<file path="src/rtl/txr_pkg.sv">
package txr_pkg;
  localparam int OWN_BIT = 31;
  localparam int LS_BIT  = 30;
  localparam int FS_BIT  = 29;
  localparam int SET_BIT = 27;
  localparam int EOR_BIT = 25;
  localparam int ES_BIT  = 15;

  localparam logic [31:0] STAT_OK    = 32'h0000_0000;
  localparam logic [31:0] STAT_ERR   = 32'h0000_8000;
  localparam logic [31:0] STAT_SETUP = 32'h7FFF_FFFF;

  typedef enum logic [2:0] {
    ST_SUSP, ST_OWN, ST_CTL, ST_BUF, ST_DAT, ST_SEND, ST_WB, ST_ADV
  } txr_state_e;
endpackage

</file>
<file path="src/rtl/txr_frame_seq.sv">
module txr_frame_seq (
  input  logic clk,
  input  logic rst,
  input  logic chk,
  input  logic fs,
  input  logic ls,
  output logic err
);
  logic in_frame;

  // first-segment flag must appear exactly when no frame is open
  assign err = (fs == in_frame);

  always_ff @(posedge clk) begin
    if (rst) in_frame <= 1'b0;
    else if (chk) in_frame <= err ? 1'b0 : !ls;
  end

  // a mismatch always leaves the frame closed
  a_r7_closed_after_err: assert property (@(posedge clk) disable iff (rst)
    (chk && err) |=> !in_frame);
endmodule

</file>
<file path="src/rtl/txr_byte_unpack.sv">
module txr_byte_unpack (
  input  logic        clk,
  input  logic        rst,
  input  logic        load,
  input  logic [31:0] word,
  input  logic [2:0]  nbytes,
  input  logic        last_in,
  output logic        busy,
  output logic        out_valid,
  output logic [7:0]  out_data,
  output logic        out_last
);
  logic [31:0] sh;
  logic [2:0]  cnt;
  logic        lastf;

  assign busy = (cnt != 3'd0);

  always_ff @(posedge clk) begin
    if (rst) begin
      sh <= '0; cnt <= '0; lastf <= 1'b0;
      out_valid <= 1'b0; out_data <= '0; out_last <= 1'b0;
    end else if (load) begin
      sh <= word; cnt <= nbytes; lastf <= last_in;
      out_valid <= 1'b0; out_last <= 1'b0;
    end else if (cnt != 3'd0) begin
      out_valid <= 1'b1;
      out_data  <= sh[7:0];
      sh        <= sh >> 8;
      cnt       <= cnt - 3'd1;
      out_last  <= lastf && (cnt == 3'd1);
    end else begin
      out_valid <= 1'b0;
      out_last  <= 1'b0;
    end
  end

  // last flag only travels with a valid byte
  a_r5_last_with_valid: assert property (@(posedge clk) disable iff (rst)
    out_last |-> out_valid);
  // a new word is loaded only once the previous one is drained
  a_r4_no_overrun: assert property (@(posedge clk) disable iff (rst)
    load |-> !busy);
endmodule

</file>
<file path="src/rtl/txr_engine.sv">
module txr_engine
  import txr_pkg::*;
#(
  parameter int AW          = 8,
  parameter int IDX_W       = 4,
  parameter int LEN_W       = 11,
  parameter int SETUP_BYTES = 192
) (
  input  logic          clk,
  input  logic          rst,
  input  logic [AW-1:0] ring_base,
  input  logic          poll_demand,
  input  logic          tx_run,
  output logic          mem_rd,
  output logic          mem_wr,
  output logic [AW-1:0] mem_addr,
  output logic [31:0]   mem_wdata,
  input  logic [31:0]   mem_rdata,
  output logic          tx_valid,
  output logic [7:0]    tx_data,
  output logic          tx_last
);
  localparam logic [LEN_W-1:0] SETUP_LEN = LEN_W'(SETUP_BYTES);
  localparam logic [LEN_W-1:0] WORD_B    = LEN_W'(4);

  txr_state_e       state;
  logic [IDX_W-1:0] idx;
  logic [1:0]       rd_stage;
  logic             d_ls, d_setup, d_eor, d_err;
  logic [LEN_W-1:0] rem, rem_n;
  logic [AW-1:0]    wptr, desc_base, rd_addr;
  logic [2:0]       take;
  logic             captured, seq_chk, seq_err, ub_load, ub_busy;
  logic             unused_rdata;

  assign unused_rdata = ^mem_rdata;

  always_comb begin
    desc_base = ring_base + AW'({idx, 2'b00});
    case (state)
      ST_OWN:  rd_addr = desc_base;
      ST_CTL:  rd_addr = desc_base + AW'(1);
      ST_BUF:  rd_addr = desc_base + AW'(2);
      default: rd_addr = wptr;
    endcase
    captured = (rd_stage == 2'd2);
    take     = (rem >= WORD_B) ? 3'd4 : rem[2:0];
    rem_n    = rem - LEN_W'(take);
    seq_chk  = (state == ST_CTL) && captured && !mem_rdata[SET_BIT];
    ub_load  = (state == ST_DAT) && captured && !d_setup;
  end

  txr_frame_seq u_seq (
    .clk(clk), .rst(rst), .chk(seq_chk),
    .fs(mem_rdata[FS_BIT]), .ls(mem_rdata[LS_BIT]), .err(seq_err)
  );

  txr_byte_unpack u_unpack (
    .clk(clk), .rst(rst), .load(ub_load), .word(mem_rdata), .nbytes(take),
    .last_in(d_ls && (rem_n == '0)), .busy(ub_busy),
    .out_valid(tx_valid), .out_data(tx_data), .out_last(tx_last)
  );

  always_ff @(posedge clk) begin
    if (rst) begin
      state <= ST_SUSP; idx <= '0; rd_stage <= '0;
      d_ls <= 1'b0; d_setup <= 1'b0; d_eor <= 1'b0; d_err <= 1'b0;
      rem <= '0; wptr <= '0;
      mem_rd <= 1'b0; mem_wr <= 1'b0; mem_addr <= '0; mem_wdata <= '0;
    end else begin
      case (state)
        ST_SUSP: if (poll_demand && tx_run) state <= ST_OWN;
        ST_OWN, ST_CTL, ST_BUF, ST_DAT: begin
          case (rd_stage)
            2'd0: begin mem_rd <= 1'b1; mem_addr <= rd_addr; rd_stage <= 2'd1; end
            2'd1: begin mem_rd <= 1'b0; rd_stage <= 2'd2; end
            default: begin
              rd_stage <= 2'd0;
              case (state)
                ST_OWN: state <= mem_rdata[OWN_BIT] ? ST_CTL : ST_SUSP;
                ST_CTL: begin
                  d_ls    <= mem_rdata[LS_BIT];
                  d_setup <= mem_rdata[SET_BIT];
                  d_eor   <= mem_rdata[EOR_BIT];
                  rem     <= mem_rdata[SET_BIT] ? SETUP_LEN : mem_rdata[LEN_W-1:0];
                  d_err   <= !mem_rdata[SET_BIT] && seq_err;
                  state   <= ST_BUF;
                end
                ST_BUF: begin
                  wptr  <= mem_rdata[AW-1:0];
                  state <= (d_err || rem == '0) ? ST_WB : ST_DAT;
                end
                default: begin
                  wptr  <= wptr + AW'(1);
                  rem   <= rem_n;
                  state <= !d_setup ? ST_SEND : ((rem_n == '0) ? ST_WB : ST_DAT);
                end
              endcase
            end
          endcase
        end
        ST_SEND: if (!ub_busy) state <= (rem == '0) ? ST_WB : ST_DAT;
        ST_WB: begin
          mem_wr    <= 1'b1;
          mem_addr  <= desc_base;
          mem_wdata <= d_setup ? STAT_SETUP : (d_err ? STAT_ERR : STAT_OK);
          state     <= ST_ADV;
        end
        default: begin
          mem_wr <= 1'b0;
          idx    <= d_eor ? '0 : idx + IDX_W'(1);
          state  <= tx_run ? ST_OWN : ST_SUSP;
        end
      endcase
    end
  end

  // reads and writes never overlap
  a_r10_rd_wr_excl: assert property (@(posedge clk) disable iff (rst)
    !(mem_rd && mem_wr));
  // every write-back hands ownership back to the host
  a_r6_own_released: assert property (@(posedge clk) disable iff (rst)
    mem_wr |-> !mem_wdata[OWN_BIT]);
  // only the three status codes are ever written
  a_r10_status_code: assert property (@(posedge clk) disable iff (rst)
    mem_wr |-> (mem_wdata == STAT_OK || mem_wdata == STAT_ERR || mem_wdata == STAT_SETUP));
  // a suspended engine with run low issues no read
  a_r3_idle_quiet: assert property (@(posedge clk) disable iff (rst)
    (state == ST_SUSP && !tx_run) |=> !mem_rd);
  // a setup packet puts nothing on the byte stream
  a_r8_setup_silent: assert property (@(posedge clk) disable iff (rst)
    (state == ST_DAT && d_setup) |-> !tx_valid);
endmodule

</file>
<file path="config.mk">
export PLATFORM = sky130hd
export DESIGN_NAME = txr_engine
export DESIGN_NICKNAME = d
export VERILOG_FILES = /design/src/rtl/txr_pkg.sv /design/src/rtl/txr_frame_seq.sv /design/src/rtl/txr_byte_unpack.sv /design/src/rtl/txr_engine.sv
export SDC_FILE = /design/constraint.sdc
export NUM_CORES = 1
export LEC_CHECK = 0
export ABC_CLOCK_PERIOD_IN_PS = 3000
export BUFFER_PORTS_ARGS = -buffer_cell sky130_fd_sc_hd__buf_2
export CORE_MARGIN = 2
export CORE_UTILIZATION = 50
export DETAILED_ROUTE_END_ITERATION = 7
export PLACE_DENSITY_LB_ADDON = 0.12
export SETUP_SLACK_MARGIN = 0.2
export SLEW_MARGIN = 0
export SYNTH_ARGS = -nofsm -noshare
export SYNTH_HDL_FRONTEND = slang
export SYNTH_SLANG_ARGS = --single-unit
</file>
<file path="constraint.sdc">
create_clock -name clk -period 3 [get_ports clk]
set_input_delay 0.15 -clock clk [delete_from_list [all_inputs] [get_ports clk]]
set_output_delay 0.15 -clock clk [all_outputs]
set_load 0.02 [all_outputs]
</file>
==> impl_metrics.json <==
{
  "status": "complete, no violations",
  "synth_cell_types": 60,
  "place_area_um2": 5480,
  "start_util": 0.520,
  "io_pins": 96,
  "cts_tree": "built",
  "routed_wl_mm": 14.1,
  "finalSetupTns_ps": 0,
  "crit_path_start_kind": "flip-flop",
  "regArea_um2": 1830,
  "num_antenna_cells": 0,
  "worstRegToRegCells": 11,
  "worstPathArrival_ps": 2990,
  "grt_pass1_wl_mm": 22.7,
  "timing.rr.start": "rem[4]$_SDFFE_PP0P_",
  "finalHoldViolations": 0,
  "rrSetupSlack_ps": 320,
  "yosys.area.top_type": "dfxtp_1",
  "first_pass_iters": 5,
  "final_util": 0.588,
  "grt_antenna_before_repair": 0,
  "fp.dieW_um": 105,
  "relSlewSlack": 0.335,
  "cp-end-kind": "flip-flop",
  "seq_area_frac_synth": 0.355,
  "required_ps": 3310,
  "final_common_cell": "nand2_1",
  "p_per_area_nw_per_um2": 535,
  "vdd_ir_drop_max_v": 0.000340,
  "avgSynthCellArea_um2": 7.45,
  "power_leakage_uw": 0.00224,
  "hold_end": "u_unpack.sh[28]$_SDFFE_PP0P_",
  "numPortBuffers": 94,
  "clk_latency_ps": 380,
  "gp_congestion": 0.901,
  "cp.buffers_inverters": 0,
  "yosysTopAreaCellShare": 0.355,
  "via_count": 5144,
  "multiInputGateArea_um2": 2920,
  "hold_path.class": "in2reg",
  "core_area_um2": 9860,
  "cp_top_family": "simple AND/OR/NAND/NOR gates",
  "fmax_mhz": 372,
  "max_stage_delay_ps": 520,
  "cts_buffer_depth": 2,
  "cts-root-buf": "clkbuf_8",
  "via_per_inst": 5.89,
  "worst_hold_slack_ps": 25.0,
  "maxCapViolCount": 0,
  "synth_cells": 688,
  "drive_gt1_frac": 0.206,
  "clkSlewWorstSetupHoldPaths_ps": 100,
  "final_area_um2": 5800,
  "synth_fp_nets": 745,
  "synth-edff-count": 0,
  "ys.warnings.count": 0,
  "p_total_uw": 3100,
  "grt_max_degree": 54,
  "drt_iter0_markers": 392,
  "row_count": 36,
  "gr-total-overflow": 0,
  "num-fill-cells": 932,
  "synth-seq-cells": 91,
  "nNetsFinal": 793,
  "wl_per_cell_um": 16.1,
  "cts_buffers": 9,
  "finalMaxSlewViolations": 0,
  "grt_pass1_vias": 4630,
  "worstSetupPathType": "reg2reg",
  "final_cell_mix": "111 x nand2_1, 94 x buf_2, 87 x dfxtp_1",
  "worstReg2RegEnd": "u_unpack.lastf$_SDFFE_PP0P_",
  "fin_crit_ps": 2680,
  "numClockSinks": 91,
  "rsz0062_at_grt": "no",
  "worstHoldStart": "mem_rdata[28]",
  "die-area_um2": 11100,
  "h-tree-depth": 3,
  "place_hpwl_mm": 9.88,
  "report.final.setup_viol": 0,
  "tightestPinTransition_ps": 998,
  "skew_ps": 19.2,
  "synth_flop_cell": "dfxtp_1",
  "die_height_um": 105,
  "syn-cell-area_um2": 5130,
  "drcViolationCount": 0,
  "worstPathCellList": "or3_4 -> nor2_4 -> nand2_2 -> nand2_2 -> ha_4 -> o21a_1 -> or3_1 -> o21ai_1 -> or3_1 -> or4_1 -> a21oi_1",
  "ant_nets": 0,
  "path_max_fanout": 7,
  "finalCritPeriodShare": 0.895,
  "ys_top_cells_by_area": "dfxtp_1 36%, nand2_1 8.3%, a21oi_1 6.2%",
  "async_reset_ff_frac": 0,
  "grt_use_total": 0.252,
  "worst_hold_path.num_cells": 3,
  "cp_slowest_cell": "or4_1",
  "area_delta_synth_final_pct": 13.2
}
==> Yosys cell counts (3+ instances only) <==
cell,number
inv_1,7
buf_1,5
a211oi_1,14
nand2b_1,8
a31oi_1,8
nand3_1,28
nor3_1,17
o211ai_1,5
mux2i_1,4
nor4_1,6
xnor2_1,7
xor2_1,4
a21oi_1,63
or3_1,12
dfxtp_1,91
clkbuf_1,40
o21ai_0,26
nor2b_1,5
a221oi_1,5
buf_4,30
a311oi_1,26
o22ai_1,8
a22oi_1,5
or2_2,3
ha_1,12
nor2_1,81
o31ai_1,3
nand2_1,113
buf_2,3
nor3b_1,6
and3_1,5
==> flip-flops by register name (all words and copies together), names as in the netlist, 2 cells and up <==
| signal | count |
|---|---|
| idx | 4 |
| mem_addr | 8 |
| mem_wdata | 2 |
| rd_stage | 2 |
| rem | 11 |
| state | 3 |
| u_unpack.cnt | 3 |
| u_unpack.out_data | 8 |
| u_unpack.sh | 32 |
| wptr | 8 |
==> tightest hold or removal path, stage by stage <==
cell	delay, ps
buf_2	100
nand2_1	60
a21oi_1	50
==> power by group <==
group | leakage (uW) | internal, uW | switching, uW
registers | 0.000738 | 1260 | 35.7
clock network | 0.000109 | 482 | 493
logic | 0.00140 | 261 | 574
total | 0.00224 | 2000 | 1100
==> layout make-up <==
| cell class | count | area share |
|---|---|---|
| Sequential cell | 91 | 0.316 |
| Timing Repair Buffer | 115 | 0.109 |
| Clock buffer | 10 | 0.0220 |
| Multi-Input combinational cell | 511 | 0.503 |
| Tap cell | 133 | 0.0287 |
| Clock inverter | 6 | 0.0166 |
| Inverter | 8 | 0.00518 |
==> metrics by stage <==
stage / setup slack [ps] / instances
final: 315 / 874
after detailed placement: 132 / 853
after CTS: 209 / 872
after global placement: 178 / 853
after global routing: 169 / 874
after floorplan: 202 / 688
==> metal layers <==
layer  part of all wire  vias to the layer above  global-route usage  routed length [um]
met2               0.47                      194               0.410                6640
li1                   -                     2524                   -                   -
met5                  0                        -                   0                   0
met3              0.059                       20              0.0334                 830
met1               0.44                     2406               0.335                6280
met4              0.026                        0               0.111                 367
==> kinds of logic after synthesis <==
logic type	synth area share
compound gates	0.229
xor+xnor	0.0188
fa+ha+maj	0.0332
buf+inv	0.0857
flops	0.355
mux	0.0122
other cells	0.00147
simple gates	0.264
==> timing repair <==
item                                    4_1_cts  5_1_grt
pin swaps                                     1        6
endpoints found under the setup margin        2        2
hold buffers                                  2        0
buffers inserted                              1        2
resized for setup                             4       12
gates cloned                                  0        0
hold endpoints to repair                      2        0
==> how the worst max path moves through the flow <==
stage                              from                           to  slack (ps)  cells after the start
floorplan           rem[4]$_SDFFE_PP0P_  u_unpack.lastf$_SDFFE_PP0P_         200                     13
global placement    rem[4]$_SDFFE_PP0P_  u_unpack.lastf$_SDFFE_PP0P_         180                     11
detailed placement  rem[4]$_SDFFE_PP0P_  u_unpack.lastf$_SDFFE_PP0P_         130                     11
CTS                 rem[4]$_SDFFE_PP0P_  u_unpack.lastf$_SDFFE_PP0P_         210                     11
global route        rem[4]$_SDFFE_PP0P_  u_unpack.lastf$_SDFFE_PP0P_         170                     11
finish              rem[4]$_SDFFE_PP0P_  u_unpack.lastf$_SDFFE_PP0P_         320                     11
Note: power is estimated with default switching activity, not from simulation.
